[config.mk]
export PLATFORM = sky130hd
export DESIGN_NAME = cbox_realign
export DESIGN_NICKNAME = d
export VERILOG_FILES = /design/src/rtl/cbox_realign.sv
export SDC_FILE = /design/constraint.sdc
export NUM_CORES = 1
export LEC_CHECK = 0
export BUFFER_PORTS_ARGS = -buffer_cell sky130_fd_sc_hd__buf_2
export CAP_MARGIN = 10
export CORE_UTILIZATION = 53
export CTS_BUF_LIST = sky130_fd_sc_hd__clkbuf_4 sky130_fd_sc_hd__clkbuf_8 sky130_fd_sc_hd__clkbuf_16
export DETAILED_ROUTE_END_ITERATION = 8
export PLACE_DENSITY = 0.87
export SYNTH_ARGS = -nofsm -noshare
export SYNTH_HDL_FRONTEND = slang
export SYNTH_SLANG_ARGS = --single-unit
[constraint.sdc]
create_clock -name clk -period 1.7 [get_ports clk]
set_input_delay 0.17 -clock clk [delete_from_list [all_inputs] [get_ports clk]]
set_output_delay 0.17 -clock clk [all_outputs]
set_load 0.01 [all_outputs]
[src/rtl/cbox_realign.sv]
module cbox_realign #(
  parameter int W    = 8,
  parameter int NTRK = 4,
  parameter int DMAX = 6
) (
  input  logic              clk,
  input  logic              rst,
  input  logic              cfg_en,
  input  logic              cfg_bit,
  output logic              cfg_out,
  input  logic [NTRK*W-1:0] trk_in,
  output logic [W-1:0]      cu_in
);
  localparam int SW  = (NTRK > 1) ? $clog2(NTRK) : 1;
  localparam int DW  = (DMAX > 1) ? $clog2(DMAX) : 1;
  localparam int CW  = SW + DW;
  localparam int NST = (DMAX > 1) ? DMAX - 1 : 1;

  logic [CW-1:0]    cfg_q;
  logic [SW-1:0]    sel_f;
  logic [DW-1:0]    dly_f;
  logic [DW-1:0]    dly_eff;
  logic [W-1:0]     pick;
  logic [W-1:0]     stage_q [NST];
  logic [W-1:0]     tap [DMAX];
  logic [NST*W-1:0] line_flat;

  always_ff @(posedge clk)
    if (cfg_en) cfg_q <= {cfg_bit, cfg_q[CW-1:1]};

  assign sel_f   = cfg_q[SW-1:0];
  assign dly_f   = cfg_q[CW-1:SW];
  assign cfg_out = cfg_q[0];
  assign dly_eff = (int'(dly_f) > DMAX - 1) ? DW'(DMAX - 1) : dly_f;

  always_comb begin
    pick = '0;
    for (int i = 0; i < NTRK; i++)
      if (int'(sel_f) == i) pick = trk_in[i*W +: W];
  end

  always_ff @(posedge clk)
    if (rst) stage_q[0] <= '0;
    else     stage_q[0] <= pick;

  for (genvar k = 1; k < NST; k++) begin : g_stage
    always_ff @(posedge clk)
      if (rst) stage_q[k] <= '0;
      else     stage_q[k] <= stage_q[k-1];
  end

  assign tap[0] = pick;
  for (genvar k = 1; k < DMAX; k++) begin : g_tap
    assign tap[k] = stage_q[k-1];
  end

  for (genvar k = 0; k < NST; k++) begin : g_flat
    assign line_flat[k*W +: W] = stage_q[k];
  end

  assign cu_in = tap[dly_eff];
endmodule

==> results of run 1 <==
metal layers:
layer | up-vias | wire [µm]
li1 | 706 | -
met1 | 679 | 1690
met2 | 47 | 1810
met3 | 6 | 210
met4 | 0 | 53
met5 | - | 0
worst max-delay path, cell delays in order, from the launching register on:
cell and delay [ns]:
edfxtp_1 0.40, buf_12 0.15, mux4_2 0.53, a211oi_2 0.19
a21oi_2 0.05, buf_2 0.14
cells by family after synthesis:
logic type / share of synthesized area [%]
and+or+nand+nor: 19.4
DFF: 48.9
AOI/OAI and AO/OA: 14.1
muxes: 13.4
buffers and inverters: 4.24
sequential cells by signal, indices dropped and copies added, names as in the netlist:
| register | flops |
|---|---|
| cfg_q | 5 |
| stage_q | 40 |
power by group through the flow:
stage,clock network [mW],registers (mW),logic (mW)
finish,0.559,1.15,0.304
floorplan,0,1.16,0.191
CTS,0.577,1.15,0.301
global route,0.626,1.16,0.327
global placement,0,1.17,0.281
detailed placement,0,1.17,0.288
timing repair:
| action | 4_1_cts | 5_1_grt |
|---|---|---|
| endpoints found under the hold margin | 1 | 0 |
| setup endpoints to repair | 8 | 8 |
| resized for setup | 7 | 1 |
| hold buffers | 1 | 0 |
| setup buffers | 0 | 1 |
final cells by class:
| type | instances | share of cell area [%] |
|---|---|---|
| Clock inverter | 1 | 0.214 |
| Clock buffer | 7 | 2.78 |
| Multi-Input combinational cell | 113 | 40.6 |
| Tap cell | 46 | 2.46 |
| Sequential cell | 45 | 40.6 |
| Timing Repair Buffer | 51 | 13.4 |
layout by cell type, fill, tap and decap left out:
| cell | n |
|---|---|
| or2_2 | 1 |
| buf_4 | 3 |
| buf_2 | 44 |
| mux2i_1 | 8 |
| mux4_2 | 8 |
| o21ai_0 | 8 |
| buf_12 | 3 |
| edfxtp_1 | 5 |
| nor2b_1 | 40 |
| clkbuf_8 | 2 |
| o21a_1 | 8 |
| dfxtp_1 | 40 |
| clkbuf_4 | 5 |
| clkinv_2 | 1 |
| a211o_1 | 8 |
| a211oi_2 | 8 |
| a21oi_1 | 7 |
| dlygate4sd3_1 | 1 |
| a21oi_2 | 1 |
| nor3b_1 | 16 |
through the flow:
step           hold WS (ns)  setup WS [ns]  TNS (ns)  util (%)  total power [mW]
2_1_floorplan         0.269          0.175         0         -              1.35
3_3_place_gp          0.347          0.102         0      64.9              1.45
3_5_place_dp          0.364         0.0898         0      64.9              1.46
4_1_cts              0.0914         -0.301     -2.19      68.2              2.03
5_1_grt              0.0827         -0.388     -2.84      68.6              2.11
6_report              0.102         -0.288     -2.12      68.6              2.01
final timing paths:
path / end / slack, ns / start / cells after the start
worst min register to register: stage_q[4][4] / 0.46 / stage_q[3][4] / 1
worst min-delay path: cfg_q[2] / 0.10 / cfg_en / 1
worst max-delay path: cu_in[4] / -0.29 / cfg_q[0] / 5
worst max register to register: stage_q[0][4] / 0.32 / cfg_q[0] / 3
==> impl_results.md, run 1 <==
- Status: finished with violations
- Failing checks: setup timing
- Syn nets: 211
- Maximum clock path buffer count: 2
- Global routing usage on met2: 33.8%
- Placed insts: 253
- Max FO, Critical Path: 9
- Sequential element share of the synthesized area: 48.9%
- Inserted Diodes: 0
- Final slew viol count: 0
- First drt pass iteration count: 4
- Worst Max-Slew Pin Slew: 0.692 ns
- Internal power: 1.52 mW
- Max Cap Violations: 0
- Largest cells by area after synthesis: dfxtp_1, nor2b_1, mux4_2, edfxtp_1, nor3b_1
- Largest net degree at the start of global routing: 41
- Netlist cell types: 17
- Clock transition at path regs: 0.12 ns
- Req. time, crit path: 1.53 ns
- Post-route setup slack: -0.288 ns
- Initial antenna violation count: 0
- Cell Area, Synth: 1950 µm²
- CTS H-tree lvls: 2
- M1 GR Usage: 26.8%
- WL final: 3760 µm
- Static leakage: 0.932 nW
- Post-synthesis register bit count: 45
- Tot GR Track Use: 21.1%
- Die height: 62.6 µm
- Cell Pwr Density: 860 nW/µm²
- Kind of critical path: flip-flop to output pin
- Gate Count Post-Synth: 175
- # DRC: 0
- Post-synth EDFFs: 5
- Core area: 3420 µm²
- DIE AREA: 3920 µm²
- Endpoints failing setup: 8
- IO buf count: 44
- Clk Latency, worst-skew pair: 0.35 ns
- Switching Fraction: 24.5%
- Fin cells: 263
- Worst VDD drop: 717 µV
- DRT antenna net count: 0
- # rows: 21
- Busiest grt layer: met2
- Predominant post-synthesis flop cell: dfxtp_1
- Die Wd: 62.6 µm
- Wirelength per Cell: 14.3 µm
- Final-stage net count: 252
- HP Class: input port to flip-flop
- Grt ovf: 0
- IO Pins: 45
- Comb pwr share: 15.1%
- Vias in the first global route: 1402
- Fin. Hold Viols: 0
- Area grow syn2layout: 20.4%
- Share of layout cells above drive strength 1: 35.0%
- Number of DRC markers in iteration 0: 36
- Reg area: 951 µm²
- Syn Area/Cell: 11.1 µm²
- # fillers: 249
- Crit. End Element: output pin
- Post-place instance area: 2220 µm²
- Clk sinks: 45
- Cts bufs inserted: 5
- Final Wtd Congestion: 0.710
- Initial core utilization: 57.0%
- Startpoint type of the worst setup path: flip-flop
- RSZ-0062 raised after global routing: yes
- Clock network power share: 27.8%
- Achievable frequency: 503 MHz
- Synth top area share: 41.2%
- Asr flop ratio synth: 0%
- Met3 usage: 5.84%
- Min Tclk post-route: 1.99 ns
- Final period util: 117%
- Switching power: 493 µW
- Detail Placement HPWL: 2580 µm
- Sequential power share: 57.1%
- Commonest cells post-synth: dfxtp_1, nor2b_1, nor3b_1
- Yosys warnings: 0
- Global-route wire length before repair: 6400 µm
- Arrival @ worst endpoint: 1.82 ns
- Via density: 5.47
- Root buffer cell: clkbuf_4
- Max-slew headroom: 53.9%
- TritonCTS clock tree: yes
- Area leader, netlist: dfxtp_1
- Design Area, Final: 2340 µm²
- Multi-input gate area: 951 µm²
- Clk_skew: 0.00621 ns
- Via Count: 1438
Power figures use the tool's default switching activity.
==> inputs of run 2 (changes only) <==
Settings changed: CORE_MARGIN set to 2.
==> impl_results.md, run 2 (synthesis gave the netlist of run 1 again) <==
- Startpoint type of the worst setup path: flip-flop
- TritonCTS clock tree: yes
- Grt ovf: 0
- Placed insts: 257
- Initial antenna violation count: 0
- WL final: 3850 µm
- Worst Max-Slew Pin Slew: 0.683 ns
- Clock transition at path regs: 0.08 ns
- Crit. End Element: output pin
- Switching Fraction: 23.9%
- Root buffer cell: clkbuf_8
- Final Wtd Congestion: 0.725
- Vias in the first global route: 1440
- Largest net degree at the start of global routing: 41
- Achievable frequency: 499 MHz
- Share of layout cells above drive strength 1: 34.1%
- Sequential power share: 55.6%
- Fin Setup TNS: -1.91 ns
- Max-slew headroom: 54.5%
- Final slew viol count: 0
- IO Pins: 45
- Kind of critical path: flip-flop to output pin
- Clock network power share: 29.9%
- Endpoints failing setup: 8
- Max reg flops: 40
- Clk sinks: 45
- Multi-input gate area: 937 µm²
- Commonest non-fill, non-tap cell in the layout: buf_2
- Via Count: 1428
- Most frequent cells in the layout: buf_2, nor2b_1, dfxtp_1
- Fin cells: 265
- Fin. Hold Viols: 0
- DIE AREA: 4170 µm²
- Reg area: 951 µm²
- Cts bufs inserted: 5
- Die height: 64.6 µm
- RSZ-0062 raised after global routing: yes
- # rows: 22
- Die Wd: 64.6 µm
- Final period util: 118%
- Max FO, Critical Path: 7
- Switching power: 494 µW
- Failing checks: setup timing
- HP Class: input port to flip-flop
- Clk_skew: 0.00543 ns
- # fillers: 276
- Core area: 3610 µm²
- Final-stage net count: 253
- Hold Buf Count CTS: 0
- Final Power: 2.07 mW
- Worst VDD drop: 544 µV
- Inserted Diodes: 0
- DRT antenna net count: 0
- Static leakage: 0.935 nW
- Largest reg by FF count: stage_q
- IO buf count: 44
- Maximum clock path buffer count: 2
- Tot GR Track Use: 19.6%
- Clk Latency, worst-skew pair: 0.29 ns
- Post-Route Utilization: 64.9%
- Initial core utilization: 54.0%
- Biggest registers after layout: stage_q (40), cfg_q (5)
- Status: finished with violations
- Internal power: 1.57 mW
- Comb pwr share: 14.5%
- Max Cap Violations: 0
- Detail Placement HPWL: 2630 µm
- Number of DRC markers in iteration 0: 41
- First drt pass iteration count: 4
- Arrival @ worst endpoint: 1.83 ns
- Cell Pwr Density: 883 nW/µm²
- Via density: 5.39
- CTS H-tree lvls: 2
- Min Tclk post-route: 2.00 ns
- Global-route wire length before repair: 6270 µm
- Req. time, crit path: 1.53 ns
- # DRC: 0
- Area grow syn2layout: 20.2%
- Post-route setup slack: -0.303 ns
- Wirelength per Cell: 14.5 µm
run 2: path summary, 6_finish.rpt:
kind | start | endpoint | slack (ns) | cells after the start
setup / recovery | cfg_q[0] | cu_in[5] | -0.30 | 5
hold reg to reg | stage_q[0][1] | stage_q[1][1] | 0.46 | 1
hold / removal | cfg_bit | cfg_q[4] | 0.06 | 1
setup reg to reg | cfg_q[0] | stage_q[0][7] | 0.27 | 4
run 2: layout make-up:
cell class	instances	area share [%]
timing repair buffer	52	13.2
clock inverter	1	0.214
tap	48	2.57
clock buffer	6	3.26
multi-input combinational	113	40.1
sequential	45	40.7
run 2: layer usage:
layer | GRT usage (%) | vias to the layer above | share of wire, %
met4 | 5.32 | 0 | 0.88
met5 | 0 | - | 0
met2 | 32.2 | 42 | 48
li1 | - | 701 | -
met3 | 6.60 | 4 | 5.5
met1 | 24.9 | 681 | 45
run 2: power groups by stage:
stage | Sequential, mW | Combinational, mW | Clock, mW
global placement | 1.17 | 0.282 | 0
CTS | 1.15 | 0.292 | 0.626
detailed placement | 1.17 | 0.289 | 0
finish | 1.15 | 0.299 | 0.618
floorplan | 1.16 | 0.191 | 0
global route | 1.15 | 0.325 | 0.675
run 2: timing repair:
item,in CTS,in global routing
setup buffers,0,1
cloned,0,0
pin swaps,1,1
resized for setup,1,5
endpoints found under the setup margin,8,8
run 2: worst max-delay path, stage by stage, from the launching register on:
cell and delay, ns:
edfxtp_1 0.41, buf_12 0.15, mux4_2 0.53, a211oi_2 0.22
a21oi_1 0.08, buf_2 0.15
run 2: stage by stage:
stage	hold WS (ns)	worst slack [ns]	cell area (µm²)
after floorplan	0.269	0.175	1950
after global placement	0.349	0.0762	2220
after detailed placement	0.356	0.0247	2220
after CTS	0.0522	-0.248	2310
after global routing	0.0518	-0.364	2340
final	0.0553	-0.303	2340
==> inputs of run 3 (changes only) <==
Settings changed: REMOVE_ABC_BUFFERS set to 1.
==> impl_results.md, run 3 (synthesis gave the netlist of run 1 again) <==
- Max-slew headroom: 54.4%
- Crit path to: cu_in[4]
- Reg2Reg Capture Point: stage_q[0][7]
- Cell Pwr Density: 906 nW/µm²
- Arrival @ worst endpoint: 1.79 ns
- First drt pass iteration count: 4
- TritonCTS clock tree: yes
- Via density: 5.35
- Post-route setup slack: -0.263 ns
- Grt ovf: 0
- Fin Setup TNS: -1.73 ns
- Kind of critical path: flip-flop to output pin
- Clk_skew: 0.00835 ns
- Worst R2R Setup Slack: 0.20 ns
- Achievable frequency: 509 MHz
- Min Tclk post-route: 1.96 ns
- Cts bufs inserted: 5
- Crit. End Element: output pin
- Status: finished with violations
- Final slew viol count: 0
- Maximum clock path buffer count: 2
- Max Cap Violations: 0
- Detail Placement HPWL: 2610 µm
- Clk sinks: 45
- Failing checks: setup timing
- Initial antenna violation count: 0
- Core area: 3610 µm²
- Max reg flops: 40
- Inserted Diodes: 0
- Share of layout cells above drive strength 1: 35.2%
- IO buf count: 44
- Biggest registers after layout: stage_q (40), cfg_q (5)
- WHS: 0.0453 ns
- Worst reg-to-reg path cell count: 4
- Pre-CTS setup slack: 0.0687 ns
- Worst R2R Start: cfg_q[0]
- Worst VDD drop: 558 µV
- Most frequent cells in the layout: buf_2, nor2b_1, dfxtp_1
- Largest reg by FF count: stage_q
- Startpoint type of the worst setup path: flip-flop
- WL final: 3880 µm
- CTS H-tree lvls: 2
- Global-route wire length before repair: 6320 µm
- # DRC: 0
- Endpoints failing setup: 8
- Root buffer cell: clkbuf_8
- Tot GR Track Use: 20.3%
- Wirelength per Cell: 14.5 µm
- Vias in the first global route: 1380
- Req. time, crit path: 1.53 ns
- Initial core utilization: 54.0%
- Largest net degree at the start of global routing: 41
- Via Count: 1428
- Placed insts: 258
- DIE AREA: 4170 µm²
- Clock transition at path regs: 0.08 ns
- Die height: 64.6 µm
- Clk Latency, worst-skew pair: 0.30 ns
- Final Wtd Congestion: 0.743
- Number of DRC markers in iteration 0: 76
- DRT antenna net count: 0
- Worst Max-Slew Pin Slew: 0.684 ns
- Die Wd: 64.6 µm
- Fin cells: 267
- Final period util: 115%
- HP Class: input port to flip-flop
- Static leakage: 0.942 nW
- Fin. Hold Viols: 0
- Max FO, Critical Path: 4
- RSZ-0062 raised after global routing: yes
- IO Pins: 45
- Commonest non-fill, non-tap cell in the layout: buf_2
- Final-stage net count: 254
- Area grow syn2layout: 20.9%
- Hold Buf Count CTS: 0
- Worst setup path start: cfg_q[0]
- # rows: 22
[run 3: cell types whose count changed in the layout (fill, tap and decap cells not counted)]
cell,before,now
buf_6,1,2
buf_4,5,6
clkinv_2,1,0
a211oi_2,6,7
buf_12,2,1
clkbuf_4,1,3
a211oi_1,2,1
[run 3: worst min-delay path by stage]
| stage | startpoint | end | slack, ns | cells past startpoint |
|---|---|---|---|---|
| detailed placement | cfg_bit | cfg_q[4] | 0.35 | 1 |
| global placement | cfg_bit | cfg_q[4] | 0.35 | 1 |
| global route | cfg_bit | cfg_q[4] | 0.04 | 1 |
| floorplan | rst | stage_q[0][0] | 0.24 | 1 |
| CTS | cfg_bit | cfg_q[4] | 0.04 | 1 |
| finish | cfg_bit | cfg_q[4] | 0.05 | 1 |
[run 3: layer usage]
metal / track usage, % / part of all wire, %
met1: 24.8 / 46
met2: 34.1 / 47
met3: 4.51 / 6.6
met4: 9.57 / 1.1
met5: 0 / 0
[run 3: repair_timing]
action | 4_1_cts | 5_1_grt
resized for setup | 7 | 1
gates cloned | 0 | 0
pin swaps | 1 | 1
setup buffers | 0 | 1
endpoints found under the setup margin | 8 | 8
endpoints found under the hold margin | 0 | 0
[run 3: area by class of cell]
| cell class | count | area (µm²) |
|---|---|---|
| Timing Repair Buffer | 53 | 308 |
| Fill cell | 289 | 1250 |
| Multi-Input combinational cell | 113 | 942 |
| Sequential cell | 45 | 951 |
| Clock buffer | 8 | 91.3 |
| Tap cell | 48 | 60.1 |
[run 3: critical path, cell delays in order (launching register included)]
cell and delay (ns):
edfxtp_1 0.41, buf_6 0.15, mux4_2 0.51, a211oi_2 0.21
a21oi_1 0.06, buf_2 0.14
[run 3: power breakdown]
| group | internal, mW | switching (mW) |
|---|---|---|
| Sequential | 1.12 | 0.0317 |
| Combinational | 0.158 | 0.139 |
| Clock | 0.340 | 0.342 |
| Total | 1.62 | 0.512 |
[run 3: stage by stage]
step | util, % | power, mW | area, µm²
floorplan | - | 1.33 | 1860
global placement | 61.5 | 1.45 | 2220
detailed placement | 61.5 | 1.46 | 2220
CTS | 64.9 | 2.14 | 2340
global route | 65.2 | 2.22 | 2350
finish | 65.2 | 2.13 | 2350
